## config.mk

```make
export PLATFORM = sky130hd
export DESIGN_NAME = slv_frame_rx
export DESIGN_NICKNAME = d
export VERILOG_FILES = /design/src/rtl/slv_wr_pkg.sv /design/src/rtl/slv_wr_ctrl.sv /design/src/rtl/slv_wr_dp.sv /design/src/rtl/slv_frame_rx.sv
export SDC_FILE = /design/constraint.sdc
export NUM_CORES = 1
export LEC_CHECK = 0
export BUFFER_PORTS_ARGS = -buffer_cell sky130_fd_sc_hd__buf_2
export CORE_AREA = 2 2 112 114
export DETAILED_ROUTE_END_ITERATION = 12
export DIE_AREA = 0 0 114 116
export SKIP_CTS_REPAIR_TIMING = 1
export SYNTH_ARGS = -nofsm -noshare
export SYNTH_HDL_FRONTEND = slang
export SYNTH_HIERARCHICAL = 1
export SYNTH_SLANG_ARGS = --single-unit
```

## constraint.sdc

```tcl
create_clock -name clk -period 2.6 [get_ports clk]
set_input_delay 0.52 -clock clk [delete_from_list [all_inputs] [get_ports clk]]
set_output_delay 0.52 -clock clk [all_outputs]
set_load 0.01 [all_outputs]
```

## src/rtl/slv_wr_pkg.sv

```systemverilog
package slv_wr_pkg;
  localparam int LANES     = 2;
  localparam int LANE_BITS = 8;
  localparam int WORD_W    = LANES * LANE_BITS;

  typedef struct packed {
    logic              ad;
    logic              toCs1;
    logic [WORD_W-1:0] data;
  } wr_word_t;

  typedef struct packed {
    logic capHdr;
    logic capData;
    logic push;
    logic pop;
    logic busActive;
    logic busStrobe;
    logic readPulse;
  } ctrl_t;
endpackage

```

## src/rtl/slv_wr_ctrl.sv

```systemverilog
module slv_wr_ctrl
  import slv_wr_pkg::*;
#(
  parameter int SETUP_CYC = 1,
  parameter int LOW_CYC   = 3,
  parameter int HOLD_CYC  = 1
) (
  input  logic             clk,
  input  logic             rstN,
  input  logic             pdN,
  input  logic [LANES-1:0] pairRise,
  input  logic             qEmpty,
  output ctrl_t            ctl
);
  localparam int DATA_PAIRS = LANE_BITS / 2;
  localparam int TOTAL      = SETUP_CYC + LOW_CYC + HOLD_CYC;
  localparam int PH_W       = $clog2(TOTAL + 1);
  localparam int CNT_W      = (DATA_PAIRS > 1) ? $clog2(DATA_PAIRS) : 1;
  localparam logic [PH_W-1:0]  PH_LAST   = PH_W'(TOTAL - 1);
  localparam logic [PH_W-1:0]  PH_LOW0   = PH_W'(SETUP_CYC);
  localparam logic [PH_W-1:0]  PH_LOWEND = PH_W'(SETUP_CYC + LOW_CYC);
  localparam logic [CNT_W-1:0] CNT_LAST  = CNT_W'(DATA_PAIRS - 1);

  typedef enum logic {RX_IDLE, RX_DATA} rx_state_t;

  rx_state_t        rxState;
  logic [CNT_W-1:0] pairCnt;
  logic             busOn;
  logic [PH_W-1:0]  ph;
  logic             lastPh;

  always_comb begin
    lastPh        = busOn && (ph == PH_LAST);
    ctl.capHdr    = pdN && (rxState == RX_IDLE) && pairRise[0];
    ctl.readPulse = ctl.capHdr && pairRise[1];
    ctl.capData   = pdN && (rxState == RX_DATA);
    ctl.push      = ctl.capData && (pairCnt == CNT_LAST);
    ctl.pop       = pdN && (!busOn || lastPh) && !qEmpty;
    ctl.busActive = busOn;
    ctl.busStrobe = busOn && (ph >= PH_LOW0) && (ph < PH_LOWEND);
  end

  always_ff @(posedge clk or negedge rstN) begin
    if (!rstN) begin
      rxState <= RX_IDLE;
      pairCnt <= '0;
      busOn   <= 1'b0;
      ph      <= '0;
    end else if (!pdN) begin
      rxState <= RX_IDLE;
      pairCnt <= '0;
      busOn   <= 1'b0;
      ph      <= '0;
    end else begin
      case (rxState)
        RX_IDLE: if (ctl.capHdr && !pairRise[1]) begin
          rxState <= RX_DATA;
          pairCnt <= '0;
        end
        default: if (ctl.push) rxState <= RX_IDLE;
                 else pairCnt <= pairCnt + 1'b1;
      endcase
      if (ctl.pop) begin
        busOn <= 1'b1;
        ph    <= '0;
      end else if (lastPh) begin
        busOn <= 1'b0;
      end else if (busOn) begin
        ph <= ph + 1'b1;
      end
    end
  end

  // Run length of the current strobe-low stretch, kept for the width check.
  logic [PH_W-1:0] lowRun;
  always_ff @(posedge clk or negedge rstN) begin
    if (!rstN)              lowRun <= '0;
    else if (!pdN)          lowRun <= '0;
    else if (ctl.busStrobe) lowRun <= lowRun + 1'b1;
    else                    lowRun <= '0;
  end

  a_r3_strobe_width: assert property (@(posedge clk) disable iff (!rstN || !pdN)
    $fell(ctl.busStrobe) |-> (lowRun == PH_W'(LOW_CYC)));

  a_r4_setup_first: assert property (@(posedge clk) disable iff (!rstN || !pdN)
    $rose(ctl.busStrobe) |-> $past(ctl.busActive));

  a_r4_hold_after: assert property (@(posedge clk) disable iff (!rstN || !pdN)
    $fell(ctl.busStrobe) |-> ctl.busActive);
endmodule

```

## src/rtl/slv_wr_dp.sv

```systemverilog
module slv_wr_dp
  import slv_wr_pkg::*;
#(
  parameter int QDEPTH = 4
) (
  input  logic              clk,
  input  logic              rstN,
  input  logic              pdN,
  input  logic              modeI80,
  input  logic [LANES-1:0]  laneIn,
  input  logic              refClkIn,
  input  ctrl_t             ctl,
  output logic [LANES-1:0]  pairRise,
  output logic              qEmpty,
  output logic [WORD_W-1:0] busData,
  output logic              busAd,
  output logic              busDataOe,
  output logic              busCs1N,
  output logic              busCs2N,
  output logic              busMf0,
  output logic              busMf1,
  output logic              clkOut,
  output logic              readReq,
  output logic              readAd,
  output logic              readToCs1
);
  localparam int PW  = (QDEPTH > 1) ? $clog2(QDEPTH) : 1;
  localparam int CW  = $clog2(QDEPTH + 1);
  localparam logic [PW-1:0] PTR_LAST = PW'(QDEPTH - 1);
  localparam logic [CW-1:0] CNT_FULL = CW'(QDEPTH);

  logic [LANES-1:0] riseReg, fallReg;
  logic [LANES-1:0][LANE_BITS-1:0] laneByte, nextByte;
  logic hdrAd, hdrSel;
  wr_word_t newWord, curWord;
  wr_word_t qMem [QDEPTH];
  logic [PW-1:0] wrPtr, rdPtr;
  logic [CW-1:0] qCount;
  logic qFull;

  always_ff @(posedge clk or negedge rstN)
    if (!rstN) riseReg <= '0; else riseReg <= laneIn;
  always_ff @(negedge clk or negedge rstN)
    if (!rstN) fallReg <= '0; else fallReg <= laneIn;

  assign pairRise = riseReg;

  for (genvar g = 0; g < LANES; g++) begin : g_lane
    assign nextByte[g] = {fallReg[g], riseReg[g], laneByte[g][LANE_BITS-1:2]};
  end

  assign newWord = '{ad: hdrAd, toCs1: hdrSel, data: nextByte};
  assign qEmpty  = (qCount == '0);
  assign qFull   = (qCount == CNT_FULL);

  always_ff @(posedge clk) if (ctl.push) qMem[wrPtr] <= newWord;

  always_ff @(posedge clk or negedge rstN) begin
    if (!rstN) begin
      laneByte <= '0; hdrAd <= 1'b0; hdrSel <= 1'b0;
      wrPtr <= '0; rdPtr <= '0; qCount <= '0; curWord <= '0;
      readReq <= 1'b0; readAd <= 1'b0; readToCs1 <= 1'b0;
    end else if (!pdN) begin
      laneByte <= '0; hdrAd <= 1'b0; hdrSel <= 1'b0;
      wrPtr <= '0; rdPtr <= '0; qCount <= '0; curWord <= '0;
      readReq <= 1'b0; readAd <= 1'b0; readToCs1 <= 1'b0;
    end else begin
      if (ctl.capHdr) begin
        hdrAd  <= fallReg[0];
        hdrSel <= fallReg[1];
      end
      if (ctl.capData) laneByte <= nextByte;
      if (ctl.push) wrPtr <= (wrPtr == PTR_LAST) ? '0 : wrPtr + 1'b1;
      if (ctl.pop) begin
        curWord <= qMem[rdPtr];
        rdPtr   <= (rdPtr == PTR_LAST) ? '0 : rdPtr + 1'b1;
      end
      qCount    <= qCount + CW'(ctl.push) - CW'(ctl.pop);
      readReq   <= ctl.readPulse;
      readAd    <= fallReg[0];
      readToCs1 <= fallReg[1];
    end
  end

  always_comb begin
    clkOut = refClkIn & pdN;
    if (!pdN) begin
      busAd = 1'b1; busData = '0; busDataOe = 1'b1;
      busCs1N = 1'b1; busCs2N = !modeI80; busMf0 = 1'b1; busMf1 = 1'b1;
    end else begin
      busAd     = curWord.ad;
      busData   = ctl.busActive ? curWord.data : '0;
      busDataOe = ctl.busActive;
      busMf0    = 1'b1;
      if (modeI80) begin
        busMf1  = !ctl.busStrobe;
        busCs1N = !(ctl.busActive && curWord.toCs1);
        busCs2N = !(ctl.busActive && !curWord.toCs1);
      end else begin
        busMf1  = !ctl.busActive;
        busCs1N = !(ctl.busStrobe && curWord.toCs1);
        busCs2N = !(ctl.busStrobe && !curWord.toCs1);
      end
    end
  end

  a_r9_no_overflow: assert property (@(posedge clk) disable iff (!rstN || !pdN)
    ctl.push |-> !qFull);

  a_r4_word_stable: assert property (@(posedge clk) disable iff (!rstN || !pdN)
    (ctl.busActive && !ctl.pop) |=> $stable(curWord));

  a_r7_one_select: assert property (@(posedge clk) disable iff (!rstN)
    pdN |-> (busCs1N || busCs2N));
endmodule

```

## src/rtl/slv_frame_rx.sv

```systemverilog
module slv_frame_rx
  import slv_wr_pkg::*;
#(
  parameter int QDEPTH    = 4,
  parameter int SETUP_CYC = 1,
  parameter int LOW_CYC   = 3,
  parameter int HOLD_CYC  = 1
) (
  input  logic              clk,
  input  logic              rstN,
  input  logic              pdN,
  input  logic              modeI80,
  input  logic [LANES-1:0]  laneIn,
  input  logic              refClkIn,
  output logic              busAd,
  output logic [WORD_W-1:0] busData,
  output logic              busDataOe,
  output logic              busCs1N,
  output logic              busCs2N,
  output logic              busMf0,
  output logic              busMf1,
  output logic              clkOut,
  output logic              readReq,
  output logic              readAd,
  output logic              readToCs1
);
  ctrl_t            ctl;
  logic [LANES-1:0] pairRise;
  logic             qEmpty;

  slv_wr_ctrl #(.SETUP_CYC(SETUP_CYC), .LOW_CYC(LOW_CYC), .HOLD_CYC(HOLD_CYC)) ctrl_i (
    .clk(clk), .rstN(rstN), .pdN(pdN), .pairRise(pairRise), .qEmpty(qEmpty), .ctl(ctl));

  slv_wr_dp #(.QDEPTH(QDEPTH)) dp_i (
    .clk(clk), .rstN(rstN), .pdN(pdN), .modeI80(modeI80), .laneIn(laneIn),
    .refClkIn(refClkIn), .ctl(ctl), .pairRise(pairRise), .qEmpty(qEmpty),
    .busData(busData), .busAd(busAd), .busDataOe(busDataOe), .busCs1N(busCs1N),
    .busCs2N(busCs2N), .busMf0(busMf0), .busMf1(busMf1), .clkOut(clkOut),
    .readReq(readReq), .readAd(readAd), .readToCs1(readToCs1));
endmodule

```

==> impl_metrics.tcl, run 1 <==
set metrics [dict create \
    synthXorXnorAreaFrac_pct 0.4953 \
    cts-htree-levels 4 \
    powerDensity_nw_per_um2 866.0 \
    cts_tree "done" \
    r2r_cells 11 \
    hold_viol 0 \
    cts_buffers 17 \
    cp-startpoint "ctrl_i/ph[0]" \
    ys_seq_area_share_pct 65.75 \
    nFillCells 1015 \
    io_pins 33 \
    worst_setup_path_end_kind "flop" \
    grt_pass1_wl_um 16300 \
    critical_path_peak_fanout 6 \
    muxShareOfSynthArea_pct 10.24 \
    synthCells 351 \
    finalMaxSlewViolations 0 \
    synth_top_family_by_area "simple AND/OR/NAND/NOR gates" \
    pre_cts_slack_ns 0.1895 \
    hold_path.class "input port to flop" \
    gr-total-overflow 0 \
    crit_end "dp_i/qCount[2]" \
    cts.sinks 125 \
    insertion_delay_ns 0.40 \
    postPlaceCellArea_sq_um 5583 \
    cp.arrival_ns 2.70 \
    startpoint_type "flop" \
    ys_ff_latch 125 \
    p_leak_nw 2.387 \
    grt_usage_pct 16.79 \
    die_y_um 116 \
    r2r-start "ctrl_i/ph[0]" \
    synth_nets 370 \
    layout.nets 414 \
    final-seq-area_sq_um 3490 \
    crit_required_ns 2.89 \
    multiInputGateArea_sq_um 1614 \
    core_sq_um 11910 \
    ir_drop_mv 0.3131 \
    max_slew.worst_pin.slew_ns 0.6761 \
    met2_length_um 5166 \
    syn_to_final_growth_pct 16.13 \
    slew-limit-headroom_pct 54.92 \
    setup_viol 0 \
    gp_congestion 0.7146 \
    finalCritPeriodShare_pct 92.59 \
    critical_path_class "flop to flop" \
    fin_worst_skew_ns 0.01811 \
    timing.fmax_ghz 0.4154 \
    first_pass_iters 4 \
    met3WireLength_um 326 \
    ys_types 40 \
    design_area_sq_um 6161 \
    io_buffers 31 \
    initial_core_util_pct 44.54 \
    via_per_inst 5.308 \
    regToRegEndpoint "dp_i/qCount[2]" \
    drive_above_1_share_pct 19.12 \
    dp_hpwl_um 5738 \
    rsz0062_at_grt "false" \
    setup_tns_ns 0 \
    diodes 0 \
    grt_antenna_before_repair 0 \
    ys_warn_count 6 \
    die-area_sq_um 13220 \
    cts_buffer_depth 2 \
    totalWireLength_um 10110 \
    post-route-min-period_ns 2.407 \
    drv_cap 0 \
    drc 0 \
    path_clk_slew_ns 0.05 \
    setup_ws_ns 0.1927 \
    top_layer_used "met4" \
    dieWidth_um 114 \
    drt_iter0_drc 218 \
    cts_root_buf "clkbuf_16" \
    synth-compound-area-share_pct 5.071 \
    ant_nets 0 \
    netlist_area_sq_um 5305 \
    status "complete, no violations" \
    vias 2946 \
    drt-met1-wl_um 4545 \
    core.rowCount 40 \
    synth_fa_ha_area_share_pct 2.972 \
    wl_per_cell_um 18.22 \
    grt_max_degree 49 \
    first_global_vias 3038 \
    rrSetupSlack_ns 0.19 \
    yosys.area_share.simple_pct 11.49 \
    synth_area_per_cell_sq_um 15.11 \
]
synthesized netlist by cell type, drive strengths merged:
library cell	n	area, sq um
o21a	3	22.52
clkbuf	6	32.53
nand2	11	41.29
nand3b	17	140.1
o221ai	18	157.7
or2b	1	7.510
and4bb	1	12.51
edfxtp	72	2162
and2	12	75.07
dfrtp	51	1276
nand3	3	27.53
o21ai	2	10.01
buf	13	137.6
xnor2	3	26.28
and3	18	112.6
mux2i	52	520.5
nor2b	18	112.6
a31oi	1	6.260
nand2b	2	12.51
nor2	3	11.26
dfrtn	2	50.05
nor3b	4	30.03
inv	10	37.54
a21bo	1	10.01
a21boi	6	45.04
and2b	1	7.510
and3b	1	8.760
conb	1	3.750
ha	11	137.6
a22o	1	8.760
mux2	2	22.52
a32oi	1	8.760
nor3	2	10.01
fa	1	20.02
cells in the final DEF, fill, tap and decap left out, types with 2 or more instances in the layout:
master	instances
edfxtp_1	72
mux2i_1	52
dfrtp_1	50
buf_2	31
and3_1	18
nor2b_1	18
o221ai_1	18
clkbuf_16	17
nand3b_1	16
and2_1	12
nand2_1	11
ha_1	11
buf_4	11
inv_1	10
a21boi_0	6
clkinvlp_4	4
clkinv_2	3
nor3b_1	3
xnor2_1	3
nor2_1	3
o21a_1	3
clkbuf_1	2
clkinv_1	2
bufinv_16	2
nor3_1	2
nand3_1	2
nand2b_1	2
mux2_2	2
o21ai_0	2
dfrtn_1	2
worst min path at each step:
stage	start	to	slack, ns	depth (start not counted)
floorplan	rstN	ctrl_i/busOn	0.22	0
global placement	rstN	dp_i/readReq	0.34	1
detailed placement	rstN	dp_i/readReq	0.35	1
CTS	rstN	dp_i/readReq	-0.09	1
global route	laneIn[1]	dp_i/pairRise[1]	0.21	1
finish	laneIn[0]	dp_i/pairRise[0]	0.23	1
cell families (layout without fill, tap and decap cells):
logic type,count (synthesis),after routing
compound gates,33,33
xor+xnor,3,3
mux,54,54
simple gates,94,94
buf+inv,29,86
other cells,1,1
flops,125,125
fa+ha+maj,12,12
final cells by class:
type	instances	share of cell area (%)
flip-flops and latches	125	56.64
multi-input cells	197	26.20
clock buffers	20	7.250
repair buffers	44	4.346
well taps	147	2.985
clock inverters	12	1.970
inverters	10	0.6093
per-stage QoR:
step | total power, mW | hold WS, ns | utilization, % | cells
after CTS | 5.391 | -0.09390 | 51.64 | 554
after detailed placement | 3.145 | 0.3483 | 46.87 | 522
final | 5.336 | 0.2329 | 51.72 | 555
after global placement | 3.119 | 0.3435 | 46.87 | 522
after global routing | 5.593 | 0.2100 | 51.72 | 555
after floorplan | 2.920 | 0.2244 | - | 351
per-layer routing:
| metal | global-route usage (%) | up-vias |
|---|---|---|
| li1 | - | 1384 |
| met1 | 21.32 | 1518 |
| met2 | 27.70 | 39 |
| met3 | 4.498 | 5 |
| met4 | 6.585 | 0 |
| met5 | 0 | - |
registers in the layout, summed over array words and instances, names as in the netlist, 3 cells and up:
| signal | flops |
|---|---|
| dp_i/qMem | 72 |
| dp_i/qCount | 3 |
| dp_i/curWord | 18 |
| ctrl_i/ph | 3 |
| dp_i/laneByte | 12 |
power by group:
part / switching (mW) / internal, mW
Combinational: 0.390 / 0.342
Clock: 0.809 / 1.42
Sequential: 0.128 / 2.24
critical path: stages (launching register included):
cell,delay [ns]
dfrtp_1,0.42
inv_1,0.06
ha_1,0.23
a21boi_0,0.31
nor3b_2,0.10
ha_1,0.29
inv_1,0.05
ha_1,0.12
inv_1,0.04
fa_1,0.37
xnor2_1,0.13
and2_1,0.14
(Power assumes the default switching activity.)
==> inputs of run 2 (changes only) <==
--- a/config.mk
+++ b/config.mk
@@ -9,6 +9,7 @@
 export CORE_AREA = 2 2 112 114
 export DETAILED_ROUTE_END_ITERATION = 12
 export DIE_AREA = 0 0 114 116
+export PLACE_DENSITY = 0.59
 export SKIP_CTS_REPAIR_TIMING = 1
 export SYNTH_ARGS = -nofsm -noshare
 export SYNTH_HDL_FRONTEND = slang
==> impl_metrics.tcl, run 2 (same netlist as run 1, synthesis figures left out) <==
set metrics [dict create \
    status "complete, no violations" \
    cts_buffer_depth 2 \
    powerDensity_nw_per_um2 885.1 \
    cts_tree "done" \
    cts-htree-levels 4 \
    die-area_sq_um 13220 \
    die_y_um 116 \
    hold_viol 0 \
    cts_buffers 17 \
    drc 0 \
    insertion_delay_ns 0.41 \
    grt_usage_pct 16.35 \
    p_leak_nw 2.405 \
    rsz0062_at_grt "false" \
    io_pins 33 \
    syn_to_final_growth_pct 16.96 \
    slew-limit-headroom_pct 59.90 \
    finalCritPeriodShare_pct 91.51 \
    core_sq_um 11910 \
    grt_pass1_wl_um 15810 \
    first_global_vias 2942 \
    layout.nets 414 \
    hold_path.class "input port to flop" \
    max_slew.worst_pin.slew_ns 0.6015 \
    first_pass_iters 4 \
    via_per_inst 5.270 \
    top_regs "dp_i/qMem (72), dp_i/curWord (18), dp_i/laneByte (12)" \
    rrSetupSlack_ns 0.26 \
    cp.arrival_ns 1.86 \
    critical_path_class "flop to primary output" \
    diodes 0 \
    gp_congestion 0.7262 \
    mostFrequentLayoutCell "edfxtp_1" \
    r2r_cells 11 \
    crit_required_ns 2.08 \
    ant_nets 0 \
    finalMaxSlewViolations 0 \
    grt_antenna_before_repair 0 \
    regMostFlops "dp_i/qMem" \
    power_mw 5.492 \
    wl_per_cell_um 17.90 \
    dieWidth_um 114 \
    regToRegEndpoint "dp_i/qCount[2]" \
    hp-start "laneIn[0]" \
    hold_depth 1 \
    drive_above_1_share_pct 20.10 \
    dp_hpwl_um 5678 \
    ir_drop_mv 0.4448 \
    io_buffers 31 \
    cts.sinks 125 \
    grt_max_degree 43 \
    setup_tns_ns 0 \
    largest_register_ffs 72 \
    timing.fmax_ghz 0.4203 \
    initial_core_util_pct 44.54 \
    post-route-min-period_ns 2.379 \
    r2r-start "ctrl_i/ph[0]" \
    startpoint_type "flop" \
    path_clk_slew_ns 0.06 \
    min_to "dp_i/pairRise[0]" \
    final_cell_mix "edfxtp_1, mux2i_1, dfrtp_1" \
    cts_root_buf "clkbuf_16" \
    drv_cap 0 \
    core.rowCount 40 \
    critical_path_peak_fanout 4 \
    vias 2925 \
    totalWireLength_um 9936 \
    gr-total-overflow 0 \
    setup_viol 0 \
    fin_worst_skew_ns 0.02012 \
    worst_setup_path_end_kind "primary output" \
    drt_iter0_drc 202 \
]
==> run 2: worst max path at each step <==
| stage | start | to | cells after the start |
|---|---|---|---|
| 3_5_place_dp | ctrl_i/ph[0] | dp_i/qCount[2] | 11 |
| 5_1_grt | ctrl_i/ph[1] | busCs1N | 7 |
| 4_1_cts | ctrl_i/ph[0] | dp_i/qCount[2] | 11 |
| 2_1_floorplan | ctrl_i/ph[0] | dp_i/qCount[2] | 11 |
| 6_report | ctrl_i/ph[1] | busCs1N | 7 |
| 3_3_place_gp | ctrl_i/ph[0] | dp_i/qCount[2] | 11 |
==> run 2: report_power, final <==
part	total, mW	switching (mW)	internal, mW
clock	2.39	0.851	1.53
combinational	0.742	0.397	0.345
sequential	2.36	0.122	2.24
total	5.49	1.37	4.12
==> run 2: final cells by class <==
type | instances | area (sq um)
fillers | 1039 | 5707
flip-flops and latches | 125 | 3490
multi-input cells | 197 | 1619
clock buffers | 19 | 442.9
repair buffers | 44 | 267.8
well taps | 147 | 183.9
clock inverters | 13 | 163.9
inverters | 10 | 37.54
==> run 2: worst max-delay path: stages (launching register included) <==
cell     delay, ns
dfrtp_1       0.39
inv_1         0.08
ha_1          0.18
nor3_1        0.23
nor3b_2       0.09
mux2_2        0.26
nand3_1       0.08
buf_2         0.13
==> run 2: routing by layer <==
metal  up-vias  wire, um  GRT usage, %
met5         -         0             0
met4         0       177         7.724
met3        16       294         4.289
met2        46      5106         27.34
met1      1469      4357         19.95
li1       1394         -             -
==> run 2: metrics by stage <==
stage	worst slack, ns	utilization [%]	cells	hold WS [ns]	area (sq um)
2_1_floorplan	0.3255	-	351	0.2244	5305
3_3_place_gp	0.2508	46.87	522	0.4216	5583
3_5_place_dp	0.1622	46.87	522	0.4314	5583
4_1_cts	0.1577	51.96	554	-0.009847	6190
5_1_grt	0.05120	52.09	555	0.2050	6205
6_report	0.2206	52.09	555	0.2261	6205
==> inputs of run 3 (changes only) <==
--- a/config.mk
+++ b/config.mk
@@ -15,3 +15,4 @@
 export SYNTH_HDL_FRONTEND = slang
 export SYNTH_HIERARCHICAL = 1
 export SYNTH_SLANG_ARGS = --single-unit
+export TNS_END_PERCENT = 50
==> constraint.sdc (replaced) <==
create_clock -name clk -period 2.2 [get_ports clk]
set_input_delay 0.44 -clock clk [delete_from_list [all_inputs] [get_ports clk]]
set_output_delay 0.44 -clock clk [all_outputs]
set_load 0.01 [all_outputs]
==> impl_metrics.tcl, run 3 (same netlist as run 1, synthesis figures left out) <==
set metrics [dict create \
    status "finished, violations left" \
    violations "setup timing" \
    drt_iter0_drc 141 \
    dieWidth_um 114 \
    core_sq_um 11910 \
    hold_ws_ns 0.09949 \
    slew-limit-headroom_pct 65.43 \
    path_cells "buf_6, ha_4, nor3_2, nor3b_2, mux2_4, nand3_2, buf_6" \
    core.rowCount 40 \
    critical_path_buf_inv_count 2 \
    regMostFlops "dp_i/qMem" \
    hold_viol 0 \
    wl_per_cell_um 17.94 \
    crit_required_ns 1.76 \
    fin_cells 562 \
    dp_cells 528 \
    hold_path.class "input port to async pin" \
    postPlaceCellArea_sq_um 5678 \
    grtUsageMet2_pct 26.90 \
    cts.sinks 125 \
    worst_setup_path_end_kind "primary output" \
    crit_slowest_cell "dfrtp_1" \
    cp-startpoint "ctrl_i/ph[0]" \
    critical_path_peak_fanout 4 \
    gp_congestion 0.7001 \
    cts_buffers 17 \
    pre_cts_slack_ns 0.001955 \
    finalCritPeriodShare_pct 100.8 \
    totalWireLength_um 10080 \
    final-seq-area_sq_um 3490 \
    rsz0062_at_grt "true" \
    io_pins 33 \
    diodes 0 \
    grt_util_met1_pct 21.22 \
    grt_pass1_wl_um 16050 \
    cts_root_buf "clkbuf_16" \
    die-area_sq_um 13220 \
    cts_tree "done" \
    grt_antenna_before_repair 0 \
    top_usage_layer "met2" \
    mostFrequentLayoutCell "edfxtp_1" \
    first_global_vias 3029 \
    setup_ws_ns -0.01792 \
    post-route-min-period_ns 2.218 \
    p_leak_nw 2.467 \
    cp_slowest_stage_delay_ns 0.38 \
    vias 2937 \
    cp.arrival_ns 1.78 \
    top_regs "dp_i/qMem (72), dp_i/curWord (18), dp_i/laneByte (12)" \
    layout.nets 421 \
    drc 0 \
    critical_path_class "flop to primary output" \
    path_clk_slew_ns 0.05 \
    dp_hpwl_um 5925 \
    r2r-start "ctrl_i/ph[0]" \
    setup_viol 1 \
    ir_drop_mv 0.4213 \
    grt_usage_pct 16.47 \
    die_y_um 116 \
    max_slew.worst_pin.slew_ns 0.5185 \
    final_cell_mix "edfxtp_1, mux2i_1, dfrtp_1" \
    gr-total-overflow 0 \
    nFillCells 990 \
    grt_max_degree 38 \
    startpoint_type "flop" \
    initial_core_util_pct 44.54 \
    timing.fmax_ghz 0.4509 \
    largest_register_ffs 72 \
    cts_buffer_depth 2 \
    io_buffers 31 \
    fin_worst_skew_ns 0.02006 \
    via_per_inst 5.226 \
    drv_cap 0 \
    syn_to_final_growth_pct 19.34 \
    drive_above_1_share_pct 22.65 \
    design_area_sq_um 6331 \
    multiInputGateArea_sq_um 1664 \
    finalMaxSlewViolations 0 \
    ant_nets 0 \
    cts-htree-levels 4 \
    crit_top_cell "buf_6" \
    insertion_delay_ns 0.41 \
    use_met3_pct 5.021 \
    powerDensity_nw_per_um2 1019 \
    first_pass_iters 4 \
    cp_top_family "flip-flops" \
]
run 3: per-layer routing:
layer / part of all wire, % / vias up
met5: 0 / -
met2: 51 / 47
met3: 4.1 / 5
li1: - / 1400
met4: 0.64 / 0
met1: 44 / 1485
run 3: worst paths after layout:
| kind | to | cells after the start | slack (ns) |
|---|---|---|---|
| hold reg to reg | dp_i/curWord[3] | 2 | 0.50 |
| setup reg to reg | dp_i/qCount[2] | 11 | 0.08 |
| max in group asynchronous | dp_i/fallReg[0] | 1 | 1.22 |
| setup / recovery | busCs1N | 7 | -0.02 |
| min in group clk | dp_i/pairRise[1] | 1 | 0.14 |
| hold / removal | dp_i/readAd | 2 | 0.1 |
run 3: power by group:
| part | internal, mW | total, mW | switching [mW] |
|---|---|---|---|
| clock | 1.73 | 2.66 | 0.928 |
| sequential | 2.65 | 2.79 | 0.142 |
| combinational | 0.483 | 0.994 | 0.511 |
run 3: area by class of cell:
class	count	area share, %
Multi-Input combinational cell	197	26.28
Clock buffer	26	8.221
Sequential cell	125	55.12
Tap cell	147	2.905
Clock inverter	6	0.9091
Timing Repair Buffer	51	5.968
Inverter	10	0.5929
run 3: per-stage QoR:
| stage | util, % | setup TNS [ns] | total power, mW |
|---|---|---|---|
| after global routing | 53.15 | -0.1868 | 6.733 |
| after detailed placement | 47.67 | 0 | 3.752 |
| after floorplan | - | 0 | 3.460 |
| after global placement | 47.67 | 0 | 3.718 |
| final | 53.15 | -0.01792 | 6.449 |
| after CTS | 52.52 | -0.2045 | 6.432 |
